## src/rtl/seeprom_pkg.sv

```systemverilog
package seeprom_pkg;

    localparam int unsigned BYTE_W    = 8;
    localparam int unsigned CNT_W     = $clog2(BYTE_W);
    localparam int unsigned STRAP_W   = 3;
    localparam int unsigned DEV_W     = 7;
    localparam logic [DEV_W-1:0] MEM_BASE = 7'h50;
    localparam logic [DEV_W-1:0] LOCK_GAP = 7'h20;

    typedef enum logic [2:0] {
        PH_IDLE,
        PH_ADDR,
        PH_ADDR_ACK,
        PH_WR,
        PH_WR_ACK,
        PH_RD,
        PH_RD_ACK
    } phase_e;

    typedef enum logic [1:0] {
        TG_NONE,
        TG_MEM,
        TG_LOCK
    } target_e;

    typedef struct packed {
        logic scl_rise;
        logic scl_fall;
        logic start;
        logic stop;
        logic sda;
    } bus_ev_t;

    function automatic logic [DEV_W-1:0] mem_dev(input logic [STRAP_W-1:0] strap);
        return MEM_BASE | {{(DEV_W-STRAP_W){1'b0}}, strap};
    endfunction

    function automatic logic [DEV_W-1:0] lock_dev(input logic [STRAP_W-1:0] strap);
        return mem_dev(strap) - LOCK_GAP;
    endfunction

endpackage

```

## src/rtl/seeprom_linesync.sv

```systemverilog
module seeprom_linesync
    import seeprom_pkg::*;
#(
    parameter int unsigned STAGES = 2
) (
    input  logic    clk,
    input  logic    rst,
    input  logic    scl_i,
    input  logic    sda_i,
    output bus_ev_t ev_o
);
    logic [STAGES-1:0] scl_sh, sda_sh;
    logic              scl_q, sda_q;
    logic              scl_s, sda_s;

    assign scl_s = scl_sh[STAGES-1];
    assign sda_s = sda_sh[STAGES-1];

    always_ff @(posedge clk) begin
        if (rst) begin
            scl_sh <= '1;
            sda_sh <= '1;
            scl_q  <= 1'b1;
            sda_q  <= 1'b1;
        end else begin
            scl_sh <= {scl_sh[STAGES-2:0], scl_i};
            sda_sh <= {sda_sh[STAGES-2:0], sda_i};
            scl_q  <= scl_s;
            sda_q  <= sda_s;
        end
    end

    always_comb begin
        ev_o.scl_rise = scl_s & ~scl_q;
        ev_o.scl_fall = ~scl_s & scl_q;
        ev_o.start    = scl_s & scl_q & sda_q & ~sda_s;
        ev_o.stop     = scl_s & scl_q & ~sda_q & sda_s;
        ev_o.sda      = sda_s;
    end
endmodule

```

## src/rtl/seeprom_store.sv

```systemverilog
module seeprom_store
    import seeprom_pkg::*;
#(
    parameter int unsigned AW = 8
) (
    input  logic              clk,
    input  logic              rst,
    input  logic              we,
    input  logic [AW-1:0]     waddr,
    input  logic [BYTE_W-1:0] wdata,
    input  logic              lock_set,
    input  logic [AW-1:0]     raddr,
    output logic [BYTE_W-1:0] rdata,
    output logic              locked
);
    localparam int unsigned DEPTH = 1 << AW;

    logic [BYTE_W-1:0] cells [DEPTH];
    logic              low_half;

    assign low_half = ~waddr[AW-1];
    assign rdata    = cells[raddr];

    always_ff @(posedge clk) begin
        if (rst) begin
            locked <= 1'b0;
            for (int i = 0; i < DEPTH; i++) cells[i] <= '1;
        end else begin
            if (lock_set) locked <= 1'b1;
            if (we && !(locked && low_half)) cells[waddr] <= wdata;
        end
    end
endmodule

```

## src/rtl/seeprom_ctrl.sv

```systemverilog
module seeprom_ctrl
    import seeprom_pkg::*;
#(
    parameter int unsigned AW = 8
) (
    input  logic               clk,
    input  logic               rst,
    input  bus_ev_t            ev,
    input  logic [STRAP_W-1:0] strap,
    input  logic               locked,
    input  logic [BYTE_W-1:0]  rdata,
    output logic [AW-1:0]      ptr_o,
    output logic               we_o,
    output logic [AW-1:0]      waddr_o,
    output logic [BYTE_W-1:0]  wdata_o,
    output logic               lock_set_o,
    output logic               ptr_load_o,
    output target_e            tgt_o,
    output logic               sda_oe_o
);
    phase_e            phase;
    logic [CNT_W-1:0]  bitcnt;
    logic [BYTE_W-1:0] shreg;
    logic              byte_full, rd_dir, first_data;
    logic [DEV_W-1:0]  hdr_dev;
    logic              hdr_rd;

    assign hdr_dev = shreg[BYTE_W-1:1];
    assign hdr_rd  = shreg[0];

    always_ff @(posedge clk) begin
        if (rst) begin
            phase      <= PH_IDLE;
            bitcnt     <= '0;
            shreg      <= '0;
            byte_full  <= 1'b0;
            rd_dir     <= 1'b0;
            first_data <= 1'b0;
            ptr_o      <= '0;
            we_o       <= 1'b0;
            waddr_o    <= '0;
            wdata_o    <= '0;
            lock_set_o <= 1'b0;
            ptr_load_o <= 1'b0;
            tgt_o      <= TG_NONE;
            sda_oe_o   <= 1'b0;
        end else begin
            we_o       <= 1'b0;
            lock_set_o <= 1'b0;
            ptr_load_o <= 1'b0;
            if (ev.start) begin
                phase     <= PH_ADDR;
                bitcnt    <= '0;
                byte_full <= 1'b0;
                tgt_o     <= TG_NONE;
                sda_oe_o  <= 1'b0;
            end else if (ev.stop) begin
                phase    <= PH_IDLE;
                tgt_o    <= TG_NONE;
                sda_oe_o <= 1'b0;
            end else begin
                unique case (phase)
                    PH_ADDR, PH_WR: begin
                        if (ev.scl_rise) begin
                            shreg     <= {shreg[BYTE_W-2:0], ev.sda};
                            bitcnt    <= bitcnt + 1'b1;
                            byte_full <= (bitcnt == CNT_W'(BYTE_W-1));
                        end else if (ev.scl_fall && byte_full) begin
                            byte_full <= 1'b0;
                            if (phase == PH_ADDR) begin
                                rd_dir     <= hdr_rd;
                                first_data <= 1'b1;
                                if (hdr_dev == mem_dev(strap)) begin
                                    tgt_o    <= TG_MEM;
                                    sda_oe_o <= 1'b1;
                                    phase    <= PH_ADDR_ACK;
                                end else if (hdr_dev == lock_dev(strap) && !hdr_rd && !locked) begin
                                    tgt_o    <= TG_LOCK;
                                    sda_oe_o <= 1'b1;
                                    phase    <= PH_ADDR_ACK;
                                end else begin
                                    phase <= PH_IDLE;
                                end
                            end else begin
                                sda_oe_o <= 1'b1;
                                phase    <= PH_WR_ACK;
                                if (tgt_o == TG_LOCK) begin
                                    lock_set_o <= 1'b1;
                                end else if (first_data) begin
                                    ptr_o      <= shreg[AW-1:0];
                                    ptr_load_o <= 1'b1;
                                    first_data <= 1'b0;
                                end else begin
                                    we_o    <= 1'b1;
                                    waddr_o <= ptr_o;
                                    wdata_o <= shreg;
                                    ptr_o   <= ptr_o + 1'b1;
                                end
                            end
                        end
                    end
                    PH_ADDR_ACK, PH_WR_ACK: begin
                        if (ev.scl_fall) begin
                            bitcnt <= '0;
                            if (phase == PH_ADDR_ACK && rd_dir) begin
                                shreg    <= rdata;
                                sda_oe_o <= ~rdata[BYTE_W-1];
                                ptr_o    <= ptr_o + 1'b1;
                                phase    <= PH_RD;
                            end else begin
                                sda_oe_o <= 1'b0;
                                phase    <= PH_WR;
                            end
                        end
                    end
                    PH_RD: begin
                        if (ev.scl_fall) begin
                            if (bitcnt == CNT_W'(BYTE_W-1)) begin
                                sda_oe_o <= 1'b0;
                                phase    <= PH_RD_ACK;
                            end else begin
                                shreg    <= {shreg[BYTE_W-2:0], 1'b0};
                                sda_oe_o <= ~shreg[BYTE_W-2];
                                bitcnt   <= bitcnt + 1'b1;
                            end
                        end
                    end
                    PH_RD_ACK: begin
                        if (ev.scl_rise && ev.sda) begin
                            phase <= PH_IDLE;
                        end else if (ev.scl_fall) begin
                            shreg    <= rdata;
                            sda_oe_o <= ~rdata[BYTE_W-1];
                            ptr_o    <= ptr_o + 1'b1;
                            bitcnt   <= '0;
                            phase    <= PH_RD;
                        end
                    end
                    default: ;
                endcase
            end
        end
    end
endmodule

```

## src/rtl/seeprom_target.sv

```systemverilog
module seeprom_target
    import seeprom_pkg::*;
#(
    parameter int unsigned AW          = 8,
    parameter int unsigned SYNC_STAGES = 2
) (
    input  logic               clk,
    input  logic               rst,
    input  logic               scl_i,
    input  logic               sda_i,
    input  logic [STRAP_W-1:0] strap_i,
    output logic               sda_oe_o
);
    bus_ev_t           bus_ev;
    logic              ev_start, ev_stop;
    logic [AW-1:0]     ptr;
    logic              we, lock_set, locked, ptr_load;
    logic [AW-1:0]     waddr;
    logic [BYTE_W-1:0] wdata, rdata;
    target_e           tgt;

    assign ev_start = bus_ev.start;
    assign ev_stop  = bus_ev.stop;

    seeprom_linesync #(.STAGES(SYNC_STAGES)) u_sync (
        .clk   (clk),
        .rst   (rst),
        .scl_i (scl_i),
        .sda_i (sda_i),
        .ev_o  (bus_ev)
    );

    seeprom_ctrl #(.AW(AW)) u_ctrl (
        .clk        (clk),
        .rst        (rst),
        .ev         (bus_ev),
        .strap      (strap_i),
        .locked     (locked),
        .rdata      (rdata),
        .ptr_o      (ptr),
        .we_o       (we),
        .waddr_o    (waddr),
        .wdata_o    (wdata),
        .lock_set_o (lock_set),
        .ptr_load_o (ptr_load),
        .tgt_o      (tgt),
        .sda_oe_o   (sda_oe_o)
    );

    seeprom_store #(.AW(AW)) u_store (
        .clk      (clk),
        .rst      (rst),
        .we       (we),
        .waddr    (waddr),
        .wdata    (wdata),
        .lock_set (lock_set),
        .raddr    (ptr),
        .rdata    (rdata),
        .locked   (locked)
    );
endmodule

```

## config.mk

```make
export PLATFORM = sky130hd
export DESIGN_NAME = seeprom_target
export DESIGN_NICKNAME = d
export VERILOG_FILES = /design/src/rtl/seeprom_pkg.sv /design/src/rtl/seeprom_linesync.sv /design/src/rtl/seeprom_store.sv /design/src/rtl/seeprom_ctrl.sv /design/src/rtl/seeprom_target.sv
export SDC_FILE = /design/constraint.sdc
export NUM_CORES = 2
export LEC_CHECK = 0
export BUFFER_PORTS_ARGS = -buffer_cell sky130_fd_sc_hd__buf_2
export CORE_MARGIN = 10
export CORE_UTILIZATION = 58
export DETAILED_ROUTE_END_ITERATION = 10
export PLACE_DENSITY = 0.77
export SLEW_MARGIN = 20
export SYNTH_ARGS = -nofsm -noshare
export SYNTH_HDL_FRONTEND = slang
export SYNTH_SLANG_ARGS = --single-unit
```

## constraint.sdc

```tcl
create_clock -name clk -period 2.65 [get_ports clk]
set_input_delay 0.53 -clock clk [delete_from_list [all_inputs] [get_ports clk]]
set_output_delay 0.53 -clock clk [all_outputs]
set_load 0.01 [all_outputs]
```

==> impl_metrics.xml <==
<?xml version="1.0" encoding="UTF-8"?>
<metrics>
  <group name="run_status">
    <metric name="run_status" unit="">complete, but fails checks</metric>
    <metric name="violations" unit="">setup timing</metric>
  </group>
  <group name="global_route">
    <metric name="grt_pass1_vias" unit="">64160</metric>
    <metric name="total_global_routing_track_utilization" unit="">0.3050</metric>
    <metric name="grt_first_pass_wirelength" unit="um">428000</metric>
    <metric name="met2_usage" unit="">0.4676</metric>
    <metric name="globalRouteOverflowTotal" unit="">0</metric>
    <metric name="grt_antenna_before_repair" unit="">9</metric>
    <metric name="groute.layer.met1.usage" unit="">0.4126</metric>
    <metric name="grt_util_met3" unit="">0.07582</metric>
    <metric name="grt_start_max_net_pins" unit="">144</metric>
    <metric name="grt-busiest-layer" unit="">met2</metric>
  </group>
  <group name="clock_network">
    <metric name="clock_tree.htree_level_count" unit="">4</metric>
    <metric name="worstSkewPairLatency" unit="ns">0.90</metric>
    <metric name="max-clock-path-buffers" unit="">3</metric>
    <metric name="clk_transition_reported_paths" unit="ns">0.06</metric>
    <metric name="root_buffer" unit="">sky130_fd_sc_hd__clkbuf_16</metric>
    <metric name="tritoncts" unit="">yes</metric>
    <metric name="cts.sinks" unit="">2109</metric>
    <metric name="numCtsBuffers" unit="">203</metric>
  </group>
  <group name="drt">
    <metric name="detail_route.first_pass.iterations" unit="">6</metric>
    <metric name="detail_route.wirelength" unit="um">287600</metric>
    <metric name="detailroute.via_count" unit="">65470</metric>
    <metric name="wl_per_cell" unit="um">30.93</metric>
    <metric name="route.detailed.vias_per_inst" unit="">7.041</metric>
    <metric name="number_of_remaining_drc_errors" unit="">0</metric>
    <metric name="final_antenna_net_count" unit="">0</metric>
    <metric name="drtIter0Drc" unit="">10570</metric>
  </group>
  <group name="sta">
    <metric name="maxSlewHeadroom" unit="">0.2598</metric>
    <metric name="postLayoutSetupSlackWorst" unit="ns">-0.4796</metric>
    <metric name="report.final.hold_viol_count" unit="">0</metric>
    <metric name="finalHoldWorstSlack" unit="ns">0.2461</metric>
    <metric name="rsz0062_at_grt" unit="">yes</metric>
    <metric name="number_of_setup_violations_in_the_final_report" unit="">9</metric>
    <metric name="timing.final.crit_period" unit="ns">3.130</metric>
    <metric name="worstMarginPinSlew" unit="ns">1.110</metric>
    <metric name="clock-skew-final" unit="ns">0.06023</metric>
    <metric name="max_clock_freq" unit="MHz">319.5</metric>
    <metric name="min_period_over_period" unit="">1.181</metric>
    <metric name="fin_setup_tns" unit="ns">-3.323</metric>
    <metric name="report.final.slew_viol_count" unit="">0</metric>
  </group>
  <group name="power_and_ir_drop">
    <metric name="power.combinational.fraction" unit="">0.054</metric>
    <metric name="share_seq_of_total_power" unit="">0.532</metric>
    <metric name="power.switching" unit="mW">15.00</metric>
    <metric name="cellLeakagePower" unit="nW">29.59</metric>
    <metric name="power_density" unit="nW/um2">608.9</metric>
    <metric name="pwr-share-clk" unit="">0.414</metric>
    <metric name="peakVddDrop" unit="uV">726.8</metric>
    <metric name="p_sw_frac" unit="">0.2163</metric>
    <metric name="internal_power" unit="mW">54.36</metric>
  </group>
  <group name="placement">
    <metric name="placed_cells_incl_taps" unit="">8879</metric>
    <metric name="gp_congestion" unit="">0.9431</metric>
    <metric name="dpl_cell_area" unit="um2">105800</metric>
    <metric name="dp_worst_setup_slack" unit="ns">-1.144</metric>
    <metric name="io_buffer_count" unit="">7</metric>
    <metric name="dpl.hpwl" unit="um">174600</metric>
  </group>
  <group name="worst_setup_path">
    <metric name="r2r-end" unit="">u_ctrl.shreg[5]$_SDFFE_PP0P_</metric>
    <metric name="path_cells" unit="">buf_12 &gt; buf_12 &gt; buf_12 &gt; buf_8 &gt; mux4_2 &gt; mux4_2 &gt; a32oi_1 &gt; nand3_1 &gt; a32o_1</metric>
    <metric name="timing.critical_path.slowest_stage_cell" unit="">sky130_fd_sc_hd__mux4_2</metric>
    <metric name="worstPathArrival" unit="ns">3.90</metric>
    <metric name="logic_depth_of_the_worst_register_to_register_path" unit="">9</metric>
    <metric name="worstSetupEndpoint" unit="">u_ctrl.shreg[5]$_SDFFE_PP0P_</metric>
    <metric name="cpMostUsedCell" unit="">sky130_fd_sc_hd__buf_12</metric>
    <metric name="slowest_delay" unit="ns">0.60</metric>
    <metric name="required" unit="ns">3.42</metric>
    <metric name="capturing_element_type_of_the_critical_path" unit="">register</metric>
    <metric name="timing.critical_path.fanout_max" unit="">7</metric>
    <metric name="setup.worst_path.class" unit="">reg2reg</metric>
    <metric name="rrSetupSlack" unit="ns">-0.48</metric>
    <metric name="critPathTopFamily" unit="">multiplexers</metric>
    <metric name="critical_path_buf_inv_count" unit="">4</metric>
    <metric name="timing.critical_path.depth" unit="">9</metric>
    <metric name="start_kind" unit="">register</metric>
  </group>
  <group name="logic_synthesis">
    <metric name="syn-cell-area" unit="um2">98890</metric>
    <metric name="synth.yosys.seq_area_share" unit="">0.6343</metric>
    <metric name="netlist_instances" unit="">6750</metric>
    <metric name="postSynthNetCount" unit="">6760</metric>
    <metric name="synthMostInstantiatedCell" unit="">sky130_fd_sc_hd__edfxtp_1</metric>
    <metric name="post-synth-top-area-cell" unit="">sky130_fd_sc_hd__edfxtp_1</metric>
    <metric name="synth-async-reset-ratio" unit="">0</metric>
    <metric name="ys.warnings.count" unit="">0</metric>
    <metric name="netlist-cell-type-count" unit="">72</metric>
    <metric name="synth_area_leaders" unit="">sky130_fd_sc_hd__edfxtp_1 (62%), sky130_fd_sc_hd__or3_1 (13%), sky130_fd_sc_hd__mux4_2 (12%), sky130_fd_sc_hd__clkbuf_1 (2.9%), sky130_fd_sc_hd__o21bai_1 (2.0%)</metric>
    <metric name="netlist.area_leader.share" unit="">0.6219</metric>
    <metric name="synth.ff_latch_count" unit="">2109</metric>
    <metric name="yosys_most_used_dff" unit="">sky130_fd_sc_hd__edfxtp_1</metric>
    <metric name="synth_commonest_cells" unit="">sky130_fd_sc_hd__edfxtp_1 (2048), sky130_fd_sc_hd__or3_1 (2036), sky130_fd_sc_hd__clkbuf_1 (777), sky130_fd_sc_hd__mux4_2 (534), sky130_fd_sc_hd__o21bai_1 (257)</metric>
    <metric name="avgSynthCellArea" unit="um2">14.65</metric>
    <metric name="synth-edff-count" unit="">2048</metric>
  </group>
  <group name="floorplanning">
    <metric name="area_of_the_die" unit="um2">187400</metric>
    <metric name="die_width" unit="um">432.9</metric>
    <metric name="core_box_area" unit="um2">169500</metric>
    <metric name="design.portCount" unit="">8</metric>
    <metric name="row_count" unit="">151</metric>
    <metric name="die_height" unit="um">432.9</metric>
    <metric name="floorplan.initialDensity" unit="">0.5835</metric>
  </group>
  <group name="final_layout">
    <metric name="layout_cell_share_with_drive_strength_beyond_1" unit="">0.2656</metric>
    <metric name="design.final.nets" unit="">6932</metric>
    <metric name="stdcell_count" unit="">9298</metric>
    <metric name="flow.area_growth_from_synthesis" unit="%">15.20</metric>
    <metric name="final_area" unit="um2">113900</metric>
  </group>
  <group name="worst_hold_path">
    <metric name="whs_path_depth" unit="">3</metric>
    <metric name="min_path_type" unit="">in2reg</metric>
  </group>
  <group name="run">
    <metric name="cap_viol_max_count" unit="">0</metric>
  </group>
</metrics>
==> area by class of cell <==
class,count,area (um2)
multi-input combinational,3697,32860
clock buffer,254,5355
clock inverter,107,1124
inverter,11,43.79
antenna,2,5.005
fill,10580,55550
tap,2218,2775
timing repair buffer,900,8981
sequential,2109,62770
==> power groups by stage <==
stage | clock network (mW) | registers (mW) | logic (mW)
finish | 28.7 | 36.9 | 3.74
global route | 30.0 | 36.9 | 3.89
CTS | 28.7 | 36.9 | 3.66
detailed placement | 0 | 37.6 | 3.35
global placement | 0 | 37.6 | 3.30
floorplan | 0 | 37.6 | 1.94
==> placed cells by master (no fill, tap or decap), types with 17 or more instances in the layout <==
master                      count
sky130_fd_sc_hd__edfxtp_1    2048
sky130_fd_sc_hd__or3_1       2036
sky130_fd_sc_hd__buf_4        704
sky130_fd_sc_hd__mux4_2       538
sky130_fd_sc_hd__o21bai_1     245
sky130_fd_sc_hd__nand2_1      218
sky130_fd_sc_hd__clkbuf_16    206
sky130_fd_sc_hd__buf_12       132
sky130_fd_sc_hd__a21oi_1       64
sky130_fd_sc_hd__mux2i_1       63
sky130_fd_sc_hd__nand3_1       62
sky130_fd_sc_hd__nor2_1        56
sky130_fd_sc_hd__dfxtp_1       47
sky130_fd_sc_hd__clkinv_2      46
sky130_fd_sc_hd__clkbuf_1      46
sky130_fd_sc_hd__nand2b_1      32
sky130_fd_sc_hd__o21ai_0       31
sky130_fd_sc_hd__nor2b_1       28
sky130_fd_sc_hd__clkinv_1      26
sky130_fd_sc_hd__nand2_4       22
sky130_fd_sc_hd__buf_6         22
sky130_fd_sc_hd__a22oi_1       17
==> layer usage <==
layer,share of wire,routed length [um],vias to the layer above
met2,0.46,133300,5062
met3,0.13,38770,888
met5,0.00014,39,-
met1,0.35,99720,32740
li1,-,-,26770
met4,0.055,15760,6
==> worst min-delay path by stage <==
stage | start | endpoint | slack [ns]
after floorplan | u_sync.scl_sh[0]$_SDFF_PP1_ | u_sync.scl_sh[1]$_SDFF_PP1_ | 0.39
after global placement | u_sync.sda_sh[0]$_SDFF_PP1_ | u_sync.sda_sh[1]$_SDFF_PP1_ | 0.41
after detailed placement | u_sync.sda_sh[0]$_SDFF_PP1_ | u_sync.sda_sh[1]$_SDFF_PP1_ | 0.40
after CTS | rst | u_sync.scl_sh[1]$_SDFF_PP1_ | 0.21
after global routing | rst | u_sync.scl_sh[1]$_SDFF_PP1_ | 0.24
final | rst | u_sync.scl_sh[1]$_SDFF_PP1_ | 0.25
==> metrics by stage <==
| stage | total power, mW | util |
|---|---|---|
| 3_5_place_dp | 40.96 | 0.6245 |
| 2_1_floorplan | 39.49 | - |
| 6_report | 69.36 | 0.6722 |
| 3_3_place_gp | 40.88 | 0.6245 |
| 5_1_grt | 70.77 | 0.6722 |
| 4_1_cts | 69.30 | 0.6708 |
==> flip-flops by register name, indices dropped and copies added, names as in the netlist, 2 cells and up, named ones only <==
signal	count
u_ctrl.tgt_o	2
u_ctrl.waddr_o	8
u_ctrl.bitcnt	3
u_store.cells	2048
u_ctrl.phase	3
u_sync.scl_sh	2
u_sync.sda_sh	2
u_ctrl.wdata_o	8
u_ctrl.ptr_o	8
u_ctrl.shreg	8
==> logic make-up (layout without fill, tap and decap cells) <==
group	Yosys count	after routing	synth area share
buffers and inverters	944	1272	0.04148
DFF	2109	2109	0.6343
other	0	2	0
adders and majority gates	3	3	0.0003796
xor gates and xnor gates	4	4	0.0003543
AOI/OAI and AO/OA	511	511	0.03702
muxes	630	630	0.1338
and+or+nand+nor	2549	2549	0.1527
==> tightest hold or removal path: cells and delay by family <==
family,cells,cell delay (ns)
buffers and inverters,2,0.40
and+or+nand+nor,1,0.17
==> timing repair <==
action	in CTS	in global routing
hold buffers	2	0
buffers inserted	34	12
endpoints found under the hold margin	2	0
gates cloned	11	0
resized for setup	143	40
setup endpoints to repair	9	9
pin swaps	38	19
No activity file was read; power rests on OpenSTA's default activity.
